## src/rtl/tsa_pkg.sv

```systemverilog
package tsa_pkg;
   // register offsets; the channel pair layout is decoded by the top
   localparam int unsigned OFS_POL      = 0;
   localparam int unsigned OFS_EVT      = 1;
   localparam int unsigned OFS_MASK     = 2;
   localparam int unsigned OFS_CH_BASE  = 4;

   function automatic int unsigned ch_lo_ofs(input int unsigned ch);
      return OFS_CH_BASE + 2 * ch;
   endfunction

   function automatic int unsigned ch_hi_ofs(input int unsigned ch);
      return OFS_CH_BASE + 2 * ch + 1;
   endfunction

   typedef enum logic {
      PIN_ACT_HIGH = 1'b0,
      PIN_ACT_LOW  = 1'b1
   } pin_sense_e;
endpackage

```

## src/rtl/tsa_alarm_chan.sv

```systemverilog
module tsa_alarm_chan #(
   parameter int unsigned CNT_W    = 64,
   parameter int unsigned HALF_W   = 32,
   parameter bit          GE_MATCH = 1'b1
) (
   input  logic              clk,
   input  logic              rst_n,
   input  logic              lo_wr,
   input  logic              hi_wr,
   input  logic [HALF_W-1:0] wr_half,
   input  logic [CNT_W-1:0]  time_now,
   output logic [CNT_W-1:0]  cmp_val,
   output logic              hit,
   output logic              pulse
);
   logic [HALF_W-1:0] staged_lo;
   logic [CNT_W-1:0]  cmp_q;
   logic              arm_q;
   logic              pulse_q;
   logic              reach;

   generate
      if (GE_MATCH) begin : g_ge
         assign reach = (time_now >= cmp_q);
      end else begin : g_eq
         assign reach = (time_now == cmp_q);
      end
   endgenerate

   assign hit = arm_q && reach;

   always_ff @(posedge clk or negedge rst_n) begin
      if (!rst_n) begin
         staged_lo <= '1;
         cmp_q     <= '1;
         arm_q     <= 1'b0;
         pulse_q   <= 1'b0;
      end else begin
         if (lo_wr) staged_lo <= wr_half;
         if (hi_wr) cmp_q <= {wr_half, staged_lo};
         if (hi_wr)    arm_q <= 1'b1;
         else if (hit) arm_q <= 1'b0;
         pulse_q <= hit;
      end
   end

   assign cmp_val = cmp_q;
   assign pulse   = pulse_q;

   AST_COMMIT_ONLY_HI: assert property (@(posedge clk) disable iff (!rst_n)
      !hi_wr |=> $stable(cmp_q)) else $error("compare changed without high write");
   AST_SINGLE_SHOT: assert property (@(posedge clk) disable iff (!rst_n)
      (hit && !hi_wr) |=> !arm_q) else $error("channel stayed armed after firing");
   AST_DISARMED_QUIET: assert property (@(posedge clk) disable iff (!rst_n)
      !arm_q |=> !pulse_q) else $error("pulse from disarmed channel");
endmodule

```

## src/rtl/tsa_event_ctrl.sv

```systemverilog
module tsa_event_ctrl #(
   parameter int unsigned NUM_CH = 2
) (
   input  logic              clk,
   input  logic              rst_n,
   input  logic [NUM_CH-1:0] set_bits,
   input  logic [NUM_CH-1:0] clr_bits,
   input  logic              mask_wr,
   input  logic [NUM_CH-1:0] mask_data,
   output logic [NUM_CH-1:0] evt_q,
   output logic [NUM_CH-1:0] mask_q,
   output logic              irq
);
   always_ff @(posedge clk or negedge rst_n) begin
      if (!rst_n) begin
         evt_q  <= '0;
         mask_q <= '0;
      end else begin
         evt_q <= (evt_q & ~clr_bits) | set_bits;
         if (mask_wr) mask_q <= mask_data;
      end
   end

   assign irq = |(evt_q & mask_q);

   generate
      for (genvar i = 0; i < NUM_CH; i++) begin : g_chk
         AST_EVT_STICKY: assert property (@(posedge clk) disable iff (!rst_n)
            (evt_q[i] && !clr_bits[i]) |=> evt_q[i]) else $error("event lost");
         AST_EVT_CLEARED: assert property (@(posedge clk) disable iff (!rst_n)
            (clr_bits[i] && !set_bits[i]) |=> !evt_q[i]) else $error("clear ignored");
         AST_SET_WINS: assert property (@(posedge clk) disable iff (!rst_n)
            set_bits[i] |=> evt_q[i]) else $error("set lost to clear");
      end
   endgenerate

   AST_IRQ_QUIET: assert property (@(posedge clk) disable iff (!rst_n)
      (mask_q == '0) |-> !irq) else $error("irq with empty mask");
endmodule

```

## src/rtl/tsa_pin_drive.sv

```systemverilog
module tsa_pin_drive #(
   parameter int unsigned NUM_CH = 2
) (
   input  logic              clk,
   input  logic              rst_n,
   input  logic              pol_wr,
   input  logic [NUM_CH-1:0] pol_data,
   input  logic [NUM_CH-1:0] pulse,
   output logic [NUM_CH-1:0] pol_q,
   output logic [NUM_CH-1:0] pin
);
   import tsa_pkg::*;

   always_ff @(posedge clk or negedge rst_n) begin
      if (!rst_n) pol_q <= '0;
      else if (pol_wr) pol_q <= pol_data;
   end

   generate
      for (genvar i = 0; i < NUM_CH; i++) begin : g_pin
         pin_sense_e sense;
         assign sense  = pin_sense_e'(pol_q[i]);
         assign pin[i] = (sense == PIN_ACT_LOW) ? ~pulse[i] : pulse[i];

         AST_PIN_IDLE: assert property (@(posedge clk) disable iff (!rst_n)
            !pulse[i] |-> (pin[i] == pol_q[i])) else $error("idle pin level wrong");
      end
   endgenerate
endmodule

```

## src/rtl/tsalarm_unit.sv

```systemverilog
module tsalarm_unit #(
   parameter int unsigned CNT_W    = 64,
   parameter int unsigned HALF_W   = 32,
   parameter int unsigned NUM_CH   = 2,
   parameter int unsigned ADDR_W   = 4,
   parameter bit          GE_MATCH = 1'b1
) (
   input  logic              clk,
   input  logic              rst_n,
   input  logic [CNT_W-1:0]  time_now,
   input  logic              wr_en,
   input  logic [ADDR_W-1:0] wr_addr,
   input  logic [HALF_W-1:0] wr_data,
   input  logic [ADDR_W-1:0] rd_addr,
   output logic [HALF_W-1:0] rd_data,
   output logic [NUM_CH-1:0] alarm_pin,
   output logic              irq
);
   import tsa_pkg::*;

   localparam int unsigned MAP_TOP = OFS_CH_BASE + 2 * NUM_CH;

   generate
      if (CNT_W != 2 * HALF_W) begin : g_bad_width
         $error("CNT_W must be twice HALF_W");
      end
      if (NUM_CH < 1 || NUM_CH > HALF_W) begin : g_bad_ch
         $error("NUM_CH must be 1..HALF_W");
      end
      if (MAP_TOP > (1 << ADDR_W)) begin : g_bad_addr
         $error("ADDR_W too small for register map");
      end
   endgenerate

   logic              pol_wr, evt_wr, mask_wr;
   logic [NUM_CH-1:0] lo_wr, hi_wr;
   logic [NUM_CH-1:0] hit, pulse;
   logic [NUM_CH-1:0] pol_q, evt_q, mask_q;
   logic [NUM_CH-1:0] clr_bits;
   logic [CNT_W-1:0]  cmp_val [NUM_CH];

   assign pol_wr  = wr_en && (wr_addr == ADDR_W'(OFS_POL));
   assign evt_wr  = wr_en && (wr_addr == ADDR_W'(OFS_EVT));
   assign mask_wr = wr_en && (wr_addr == ADDR_W'(OFS_MASK));
   assign clr_bits = evt_wr ? wr_data[NUM_CH-1:0] : '0;

   generate
      for (genvar c = 0; c < NUM_CH; c++) begin : g_ch
         assign lo_wr[c] = wr_en && (wr_addr == ADDR_W'(ch_lo_ofs(c)));
         assign hi_wr[c] = wr_en && (wr_addr == ADDR_W'(ch_hi_ofs(c)));

         tsa_alarm_chan #(
            .CNT_W    (CNT_W),
            .HALF_W   (HALF_W),
            .GE_MATCH (GE_MATCH)
         ) u_chan (
            .clk      (clk),
            .rst_n    (rst_n),
            .lo_wr    (lo_wr[c]),
            .hi_wr    (hi_wr[c]),
            .wr_half  (wr_data),
            .time_now (time_now),
            .cmp_val  (cmp_val[c]),
            .hit      (hit[c]),
            .pulse    (pulse[c])
         );
      end
   endgenerate

   tsa_event_ctrl #(.NUM_CH(NUM_CH)) u_evt (
      .clk       (clk),
      .rst_n     (rst_n),
      .set_bits  (hit),
      .clr_bits  (clr_bits),
      .mask_wr   (mask_wr),
      .mask_data (wr_data[NUM_CH-1:0]),
      .evt_q     (evt_q),
      .mask_q    (mask_q),
      .irq       (irq)
   );

   tsa_pin_drive #(.NUM_CH(NUM_CH)) u_pin (
      .clk      (clk),
      .rst_n    (rst_n),
      .pol_wr   (pol_wr),
      .pol_data (wr_data[NUM_CH-1:0]),
      .pulse    (pulse),
      .pol_q    (pol_q),
      .pin      (alarm_pin)
   );

   always_comb begin
      rd_data = '0;
      if (rd_addr == ADDR_W'(OFS_POL))  rd_data[NUM_CH-1:0] = pol_q;
      if (rd_addr == ADDR_W'(OFS_EVT))  rd_data[NUM_CH-1:0] = evt_q;
      if (rd_addr == ADDR_W'(OFS_MASK)) rd_data[NUM_CH-1:0] = mask_q;
      for (int c = 0; c < NUM_CH; c++) begin
         if (rd_addr == ADDR_W'(ch_lo_ofs(c))) rd_data = cmp_val[c][HALF_W-1:0];
         if (rd_addr == ADDR_W'(ch_hi_ofs(c))) rd_data = cmp_val[c][CNT_W-1:HALF_W];
      end
   end

   AST_EVT_WITH_PULSE: assert property (@(posedge clk) disable iff (!rst_n)
      (|pulse) |-> ((evt_q & pulse) == pulse)) else $error("pulse without event");
   AST_NO_PIN_AFTER_RESET: assert property (@(posedge clk) disable iff (!rst_n)
      $rose(rst_n) |-> (pulse == '0)) else $error("pulse straight out of reset");
endmodule

```

## config.mk

```make
export PLATFORM = sky130hd
export DESIGN_NAME = tsalarm_unit
export DESIGN_NICKNAME = d
export VERILOG_FILES = /design/src/rtl/tsa_pkg.sv /design/src/rtl/tsa_alarm_chan.sv /design/src/rtl/tsa_event_ctrl.sv /design/src/rtl/tsa_pin_drive.sv /design/src/rtl/tsalarm_unit.sv
export SDC_FILE = /design/constraint.sdc
export NUM_CORES = 1
export LEC_CHECK = 0
export BUFFER_PORTS_ARGS = -buffer_cell sky130_fd_sc_hd__buf_2
export CAP_MARGIN = 20
export CORE_MARGIN = 4
export CORE_UTILIZATION = 50
export CTS_CLUSTER_DIAMETER = 200
export DETAILED_ROUTE_END_ITERATION = 6
export PLACE_DENSITY_LB_ADDON = 0.12
export RECOVER_POWER = 100
export SYNTH_ARGS = -nofsm -noshare
export SYNTH_HDL_FRONTEND = slang
export SYNTH_SLANG_ARGS = --single-unit
```

## constraint.sdc

```tcl
create_clock -name clk -period 2.7 [get_ports clk]
set_input_delay 0.81 -clock clk [delete_from_list [all_inputs] [get_ports clk]]
set_output_delay 0.81 -clock clk [all_outputs]
set_load 0.1 [all_outputs]
```

==> results of run 1 <==
routing by layer:
metal	vias to the layer above	part of all wire	wire length, um	track usage
li1	4537	-	-	-
met1	4636	0.43	14000	0.339
met2	264	0.49	16000	0.434
met3	60	0.048	1570	0.0399
met4	2	0.025	810	0.0639
met5	-	0.00025	8	0
power by group through the flow:
stage	Clock [mW]	Combinational [mW]	Sequential (mW)
finish	3.12	3.54	4.74
global route	3.31	3.94	4.84
CTS	3.18	3.56	4.73
detailed placement	0	3.50	4.76
global placement	0	3.39	4.74
floorplan	0	2.35	4.60
final cells by class:
class | count | area [um2] | area share
flip-flops and latches | 202 | 5300 | 0.350
clock inverters | 2 | 12.5 | 0.000828
clock buffers | 39 | 748 | 0.0495
multi-input cells | 785 | 6030 | 0.399
repair buffers | 252 | 2170 | 0.144
inverters | 130 | 495 | 0.0328
well taps | 285 | 357 | 0.0236
flip-flops by register name, indices dropped and copies added (netlist names):
name,cells
u_pin.pol_q,2
g_ch.u_chan.arm_q,2
g_ch.u_chan.cmp_val,128
g_ch.u_chan.pulse,2
u_evt.evt_q,2
u_evt.mask_q,2
g_ch.u_chan.staged_lo,64
Yosys cell counts, drive strengths merged, types with 2 or more instances:
cell	instances
a21oi	79
nand2b	6
inv	130
nand3b	3
mux2	70
nor2	20
nand2	169
xor2	2
a21o	5
clkbuf	41
a22o	24
a211oi	27
buf	8
a222oi	8
nor4	6
nand4	22
dfstp	192
and4	2
and3b	2
ha	128
nand3	13
nor2b	5
a221oi	2
mux2i	2
o22ai	3
o21ai	155
dfrtp	10
and3	3
a31oi	3
nor3	8
nor3b	3
how the worst max path moves through the flow:
stage	cells past startpoint	to	slack, ns
2_1_floorplan	7	rd_data[11]	-0.25
5_1_grt	10	rd_data[26]	-0.37
6_report	9	rd_data[7]	-0.33
3_5_place_dp	12	u_evt.evt_q[0]$_DFF_PN0_	-0.54
3_3_place_gp	12	u_evt.evt_q[0]$_DFF_PN0_	-0.53
4_1_cts	9	rd_data[7]	-0.33
metrics by stage:
step / hold slack [ns] / TNS, ns / cell area, um2
2_1_floorplan: 0.458 / -6.36 / 12000
3_3_place_gp: 0.463 / -11.70 / 14300
3_5_place_dp: 0.470 / -12.24 / 14300
4_1_cts: 0.284 / -9.06 / 15300
5_1_grt: 0.492 / -10.54 / 15100
6_report: 0.470 / -8.69 / 15100
worst register-to-register path: cells and delay by family (launching register included):
kind / cells / cell delay (ns)
simple gates: 3 / 0.50
flops: 1 / 0.56
buf+inv: 2 / 0.30
compound gates: 4 / 0.90
fa+ha+maj: 1 / 0.22
cells by family (layout without fill, tap and decap cells):
| group | count (synthesis) | count (layout) |
|---|---|---|
| fa+ha+maj | 128 | 128 |
| flops | 202 | 202 |
| compound gates | 319 | 319 |
| buf+inv | 179 | 423 |
| mux | 72 | 72 |
| xor+xnor | 2 | 2 |
| simple gates | 264 | 264 |
repair_timing:
action / 4_1_cts / 5_1_grt
gates cloned: 2 / 0
gates resized for setup: 30 / 13
setup endpoints to repair: 34 / 35
pin swaps: 10 / 12
buffers inserted: 4 / 0
==> metrics.md, run 1 <==
| Metric | Value |
|---|---|
| Placed Cells incl. Taps | `1649` |
| Post-synthesis mux area share | `0.0705` |
| Hold crit path type | `reg2reg` |
| CTS max path bufs | `3` |
| Power, Total | `about 11 mW` |
| Worst-path clk slew | `approximately 0.060 ns` |
| Worst reg2reg setup slack | `approximately 0.12 ns` |
| Mapped Nets | `approximately 1400` |
| Post-synth EDFFs | `0` |
| Failing checks | `setup timing` |
| Max-slew headroom | `0.00514` |
| Vias in the first global route | `~10000` |
| Vias | `9499` |
| Post-place setup slack | `-0.537 ns` |
| H-Tree Depth | `1` |
| Clock tree root driver cell | `clkbuf_16` |
| Routed vias/inst | `around 5.6` |
| Residual DRC count | `0` |
| CP max stage cell | `nor3_4` |
| ANT cells | `0` |
| Max-capacitance violation count | `0` |
| HPWL Detailed | `~24 mm` |
| Routed Antenna Nets | `0` |
| Total Nets Final | `roughly 1600` |
| CTS Buf Count | `24` |
| Sequential-to-total area share from yosys stat | `0.462` |
| Final Setup Violations | `32` |
| Die footprint | `0.0254 mm2` |
| Std cell rows | `between 50 and 60` |
| Non-filler cells, final | `around 1700` |
| Fillcell total | `~1800` |
| Endpoints failing hold | `0` |
| Pin count of the biggest net entering global routing | `62` |
| Crit-path max FO | `15` |
| Slew Limit Fails | `0` |
| CP endpoint kind | `primary output` |
| Synth Register Bits | `between 200 and 250` |
| RSZ-0062 raised after global routing | `true` |
| Post-route clock period utilization | `1.12` |
| Arr. time, crit path | `2.22 ns` |
| Critical path type | `in2out` |
| CP dominant cell by count | `buf_12` |
| # IOs | `about 140` |
| Pwr per Cell Area | `about 750 mW/mm2` |
| Core area | `between 0.02 and 0.025 mm2` |
| Worst slew pin tran | `~1.5 ns` |
| Pint | `approximately 7.6 mW` |
| Number of antenna violations at the first check in global routing | `1` |
| Cells after Synth | `around 1200` |
| Reg2Reg Depth | `10` |
| R2r endpoint | `u_evt.evt_q[0]$_DFF_PN0_` |
| Crit path from | `rd_addr[3]` |
| Proportion of layout cells with a drive suffix above 1 | `0.430` |
| Clock latency on the worst-skew pair | `slightly above 0.5 ns` |
| Sequential power share | `0.416` |
| Sw frac | `0.333` |
| Fin worst setup slack | `-0.335 ns` |
| Commonest non-fill, non-tap cell in the layout | `dfstp_2` |
| Post-Synth Adder-Cell Area | `0.140` |
| Final core occ | `0.669` |
| Starting Density | `0.508` |
| Reg-to-Reg Start | `g_ch[0].u_chan.cmp_val[0]$_DFFE_PN1P_` |
| Dominant cell type by area after synthesis | `dfstp_2` |
| Sink Count | `around 200` |
| Hold Startpoint | `g_ch[0].u_chan.staged_lo[31]$_DFFE_PN1P_` |
| YS warnings | `0` |
| Final WL | `roughly 32 mm` |
| Most frequent cells in the layout | `dfstp_2 (192), nand2_1 (164), o21ai_0 (144), inv_1 (129), ha_1 (128)` |
| Average routed wire per standard cell | `19.1 um` |
| Min Tclk post-route | `about 3 ns` |
| Share of the synthesized area in the top cell type | `0.440` |
| Largest stage delay, worst path | `approximately 0.24 ns` |
| CP Launch Type | `primary input` |
| CP top delay family | `buffers and inverters` |
| Clock power frac | `0.274` |
| Overflow after GRT | `0` |
| Routability congestion estimate | `0.864` |
| Horiz. Die Dim | `between 150 and 200 um` |
| Synth area leaders | `dfstp_2 (44%), ha_1 (14%), mux2_2 (6.9%)` |
| Worst path bufs/invs | `4` |
| Netlist Area Pre-Place | `0.0115 mm2` |
| Required time worst endpoint | `about 1.9 ns` |
| CTS tree | `done` |
| Most used DFF post-synth | `dfstp_2` |
| Largest family of logic cells by synthesized area | `compound AO/OA/AOI/OAI gates` |
| Die H | `159 um` |
| Status | `complete, but fails checks` |
| Initial DRC count | `roughly 480` |
| Post-Syn Area per Cell | `~10 um2` |
| Combinational power share | `0.310` |
| Tot GR Track Use | `0.253` |
| Hold path depth | `2` |
| Max Clk Rate | `roughly 330 MHz` |
| Global-route wire length before repair | `approximately 52 mm` |
| Post-synthesis xor/xnor area fraction | `0.00153` |
| Drt pass-1 iters | `5` |
| Cell breakdown of the critical path | `buf_8, nand2b_4, nor3_4, buf_12, a22o_1, a211oi_1, buf_4, a21oi_4, buf_12` |
| P_leak | `~6.6 nW` |
| Synth unique cells | `50` |
| Area Growth Syn to Fin | `31.8%` |
| # hold bufs at CTS | `0` |
| IO buf count | `approximately 140` |
| Compound-Gate Fraction of Synth Area | `0.165` |
| Worst IR Drop VDD | `about 0.48 mV` |
| Hold endpoint | `g_ch[0].u_chan.cmp_val[31]$_DFFE_PN1P_` |
| Post-synthesis simple-gate area fraction | `0.102` |
| Layout Skew | `approximately 0.0054 ns` |
| Switching pwr | `between 3 and 4 mW` |
| Post-synthesis async set-or-reset flop share | `1.00` |
(Power assumes the default switching activity.)
==> run 2: changes to the inputs <==
- CELL_PAD_IN_SITES_DETAIL_PLACEMENT: not set -> 1
- CELL_PAD_IN_SITES_GLOBAL_PLACEMENT: not set -> 1
- CORE_UTILIZATION: 50 -> 41
==> run 2 against run 1 <==
  * Cell count increased by 6.1%
  * Wire length increased by 18%
  * Die area increased by 21%
  * Clock skew increased by 0.00078 ns
  * Largest cell class unchanged
  * Highest routed layer unchanged
  * Flip-flop and latch count unchanged
  * Hold slack improved by 0.0049 ns
  * Count of clock-buffer cells in the layout decreased by 5
  * Combinational power increased by 6.5%
  * Sequential share of layout area decreased by 0.90 points
  * First-iteration DRC count decreased by 1.5%
  * The flow finishes with violations (capacitance limit, slew limit, setup timing)
==> metrics.md, run 2 (synthesis results as in run 1) <==
| Metric | Value |
|---|---|
| Final core occ | `0.569` |
| P_leak | `roughly 6.7 nW` |
| CP endpoint kind | `primary output` |
| Routed Antenna Nets | `0` |
| Final Setup Violations | `32` |
| Sink Count | `between 200 and 250` |
| Core area | `0.0273 mm2` |
| CTS Buf Count | `24` |
| Non-filler cells, final | `1798` |
| Die footprint | `0.0307 mm2` |
| RSZ-0062 raised after global routing | `true` |
| Clock latency on the worst-skew pair | `about 0.52 ns` |
| Layout Skew | `approximately 0.0062 ns` |
| Global-route wire length before repair | `approximately 60 mm` |
| Residual DRC count | `0` |
| Arr. time, crit path | `between 2 and 2.5 ns` |
| Sw frac | `0.337` |
| Most frequent cells in the layout | `dfstp_2 (192), nand2_1 (166), o21ai_0 (145), inv_1 (128), ha_1 (124)` |
| Worst IR Drop VDD | `0.480 mV` |
| CTS max path bufs | `3` |
| Routed vias/inst | `roughly 5.5` |
| Worst-path clk slew | `about 0.06 ns` |
| Max Clk Rate | `324 MHz` |
| CP Launch Type | `primary input` |
| Tot GR Track Use | `0.243` |
| Switching pwr | `4.04 mW` |
| Pwr per Cell Area | `about 770 mW/mm2` |
| Pin count of the biggest net entering global routing | `between 60 and 70` |
| Sequential power share | `0.398` |
| Final WL | `38.3 mm` |
| ANT cells | `0` |
| Worst slew pin tran | `between 1.5 and 2 ns` |
| Overflow after GRT | `0` |
| Commonest non-fill, non-tap cell in the layout | `dfstp_2` |
| Hold crit path type | `reg2reg` |
| Vias in the first global route | `10700` |
| Area Growth Syn to Fin | `35.3%` |
| H-Tree Depth | `1` |
| Status | `complete, but fails checks` |
| Proportion of layout cells with a drive suffix above 1 | `0.440` |
| Slew Limit Fails | `55` |
| Initial DRC count | `470` |
| Crit-path max FO | `19` |
| IO buf count | `roughly 140` |
| # hold bufs at CTS | `0` |
| Fin worst setup slack | `-0.384 ns` |
| Min Tclk post-route | `between 3 and 4 ns` |
| Std cell rows | `60` |
| CTS tree | `done` |
| Vias | `9858` |
| Endpoints failing hold | `0` |
| Drt pass-1 iters | `6` |
| Clock tree root driver cell | `clkbuf_16` |
| Starting Density | `0.421` |
| Horiz. Die Dim | `175 um` |
| Max reg flops | `approximately 130` |
| Clock power frac | `0.287` |
| HPWL Detailed | `27.4 mm` |
| Failing checks | `capacitance limit, slew limit, setup timing` |
| Total Nets Final | `around 1600` |
| Post-place setup slack | `-0.625 ns` |
| Combinational power share | `0.315` |
| Die H | `175 um` |
| Critical path type | `in2out` |
| Number of antenna violations at the first check in global routing | `2` |
| Routability congestion estimate | `between 0.8 and 0.9` |
| Power, Total | `about 12 mW` |
| Fin Hold WS | `around 0.47 ns` |
| Pint | `approximately 7.9 mW` |
| Average routed wire per standard cell | `21.3 um` |
| # IOs | `roughly 140` |
| Placed Cells incl. Taps | `approximately 1700` |
| Max-capacitance violation count | `1` |
| Max-slew headroom | `-0.00563` |
| Required time worst endpoint | `approximately 1.9 ns` |
| Post-route clock period utilization | `1.14` |
## run 2: cell types whose count changed in the layout (fill, tap and decap cells not counted), sizes merged
cell / change
bufinv: +3
buf: +13
clkbuf: -3
clkinvlp: +1
bufbuf: -1
clkinv: +3
## run 2: through the flow
step / TNS, ns / area, um2
2_1_floorplan: -6.36 / 12000
3_3_place_gp: -11.79 / 14400
3_5_place_dp: -12.79 / 14400
4_1_cts: -9.21 / 15400
5_1_grt: -11.51 / 15500
6_report: -10.03 / 15500
## run 2: routing by layer
metal	up-vias	global-route usage	wire length (um)	part of all wire
met1	4995	0.312	16300	0.43
met5	-	0	17	0.00044
met2	213	0.424	19200	0.50
met3	67	0.0426	1740	0.046
li1	4579	-	-	-
met4	4	0.0648	988	0.026
## run 2: critical path, cell delays in order
cell and delay [ns]:
buf_8 0.10, nand2b_4 0.16, nor3_4 0.22, buf_12 0.21, a22o_1 0.19, a211oi_2 0.04
buf_4 0.14, a21oi_4 0.17, buf_12 0.20
## run 2: final cells by class
class	instances	area, um2
Tap cell	372	465
Sequential cell	202	5300
Clock inverter	9	125
Fill cell	3032	11700
Clock buffer	34	719
Multi-Input combinational cell	785	6110
Timing Repair Buffer	266	2300
Inverter	130	493
## run 2: worst paths after layout
path | slack (ns) | from | cells past startpoint | to
max in group asynchronous | 0.44 | rst_n | 2 | g_ch[0].u_chan.staged_lo[4]$_DFFE_PN1P_
min in group asynchronous | 1.23 | rst_n | 1 | g_ch[0].u_chan.cmp_val[59]$_DFFE_PN1P_
setup reg to reg | 0.06 | g_ch[0].u_chan.cmp_val[28]$_DFFE_PN1P_ | 8 | u_evt.evt_q[0]$_DFF_PN0_
setup / recovery | -0.38 | rd_addr[3] | 9 | rd_data[20]
hold reg to reg | 0.47 | g_ch[0].u_chan.staged_lo[23]$_DFFE_PN1P_ | 2 | g_ch[0].u_chan.cmp_val[23]$_DFFE_PN1P_
hold / removal | 0.47 | g_ch[0].u_chan.staged_lo[23]$_DFFE_PN1P_ | 2 | g_ch[0].u_chan.cmp_val[23]$_DFFE_PN1P_
## run 2: power groups by stage
stage,registers (mW),clock network (mW),logic (mW)
after floorplan,4.60,0,2.35
after global placement,4.75,0,3.49
final,4.77,3.44,3.77
after detailed placement,4.78,0,3.64
after CTS,4.76,3.52,3.72
after global routing,4.87,3.67,4.18
## run 2: timing repair
action	4_1_cts	5_1_grt
setup endpoints to repair	35	35
cloned	1	2
pin swaps	10	16
buffers inserted	6	5
resized for setup	30	28
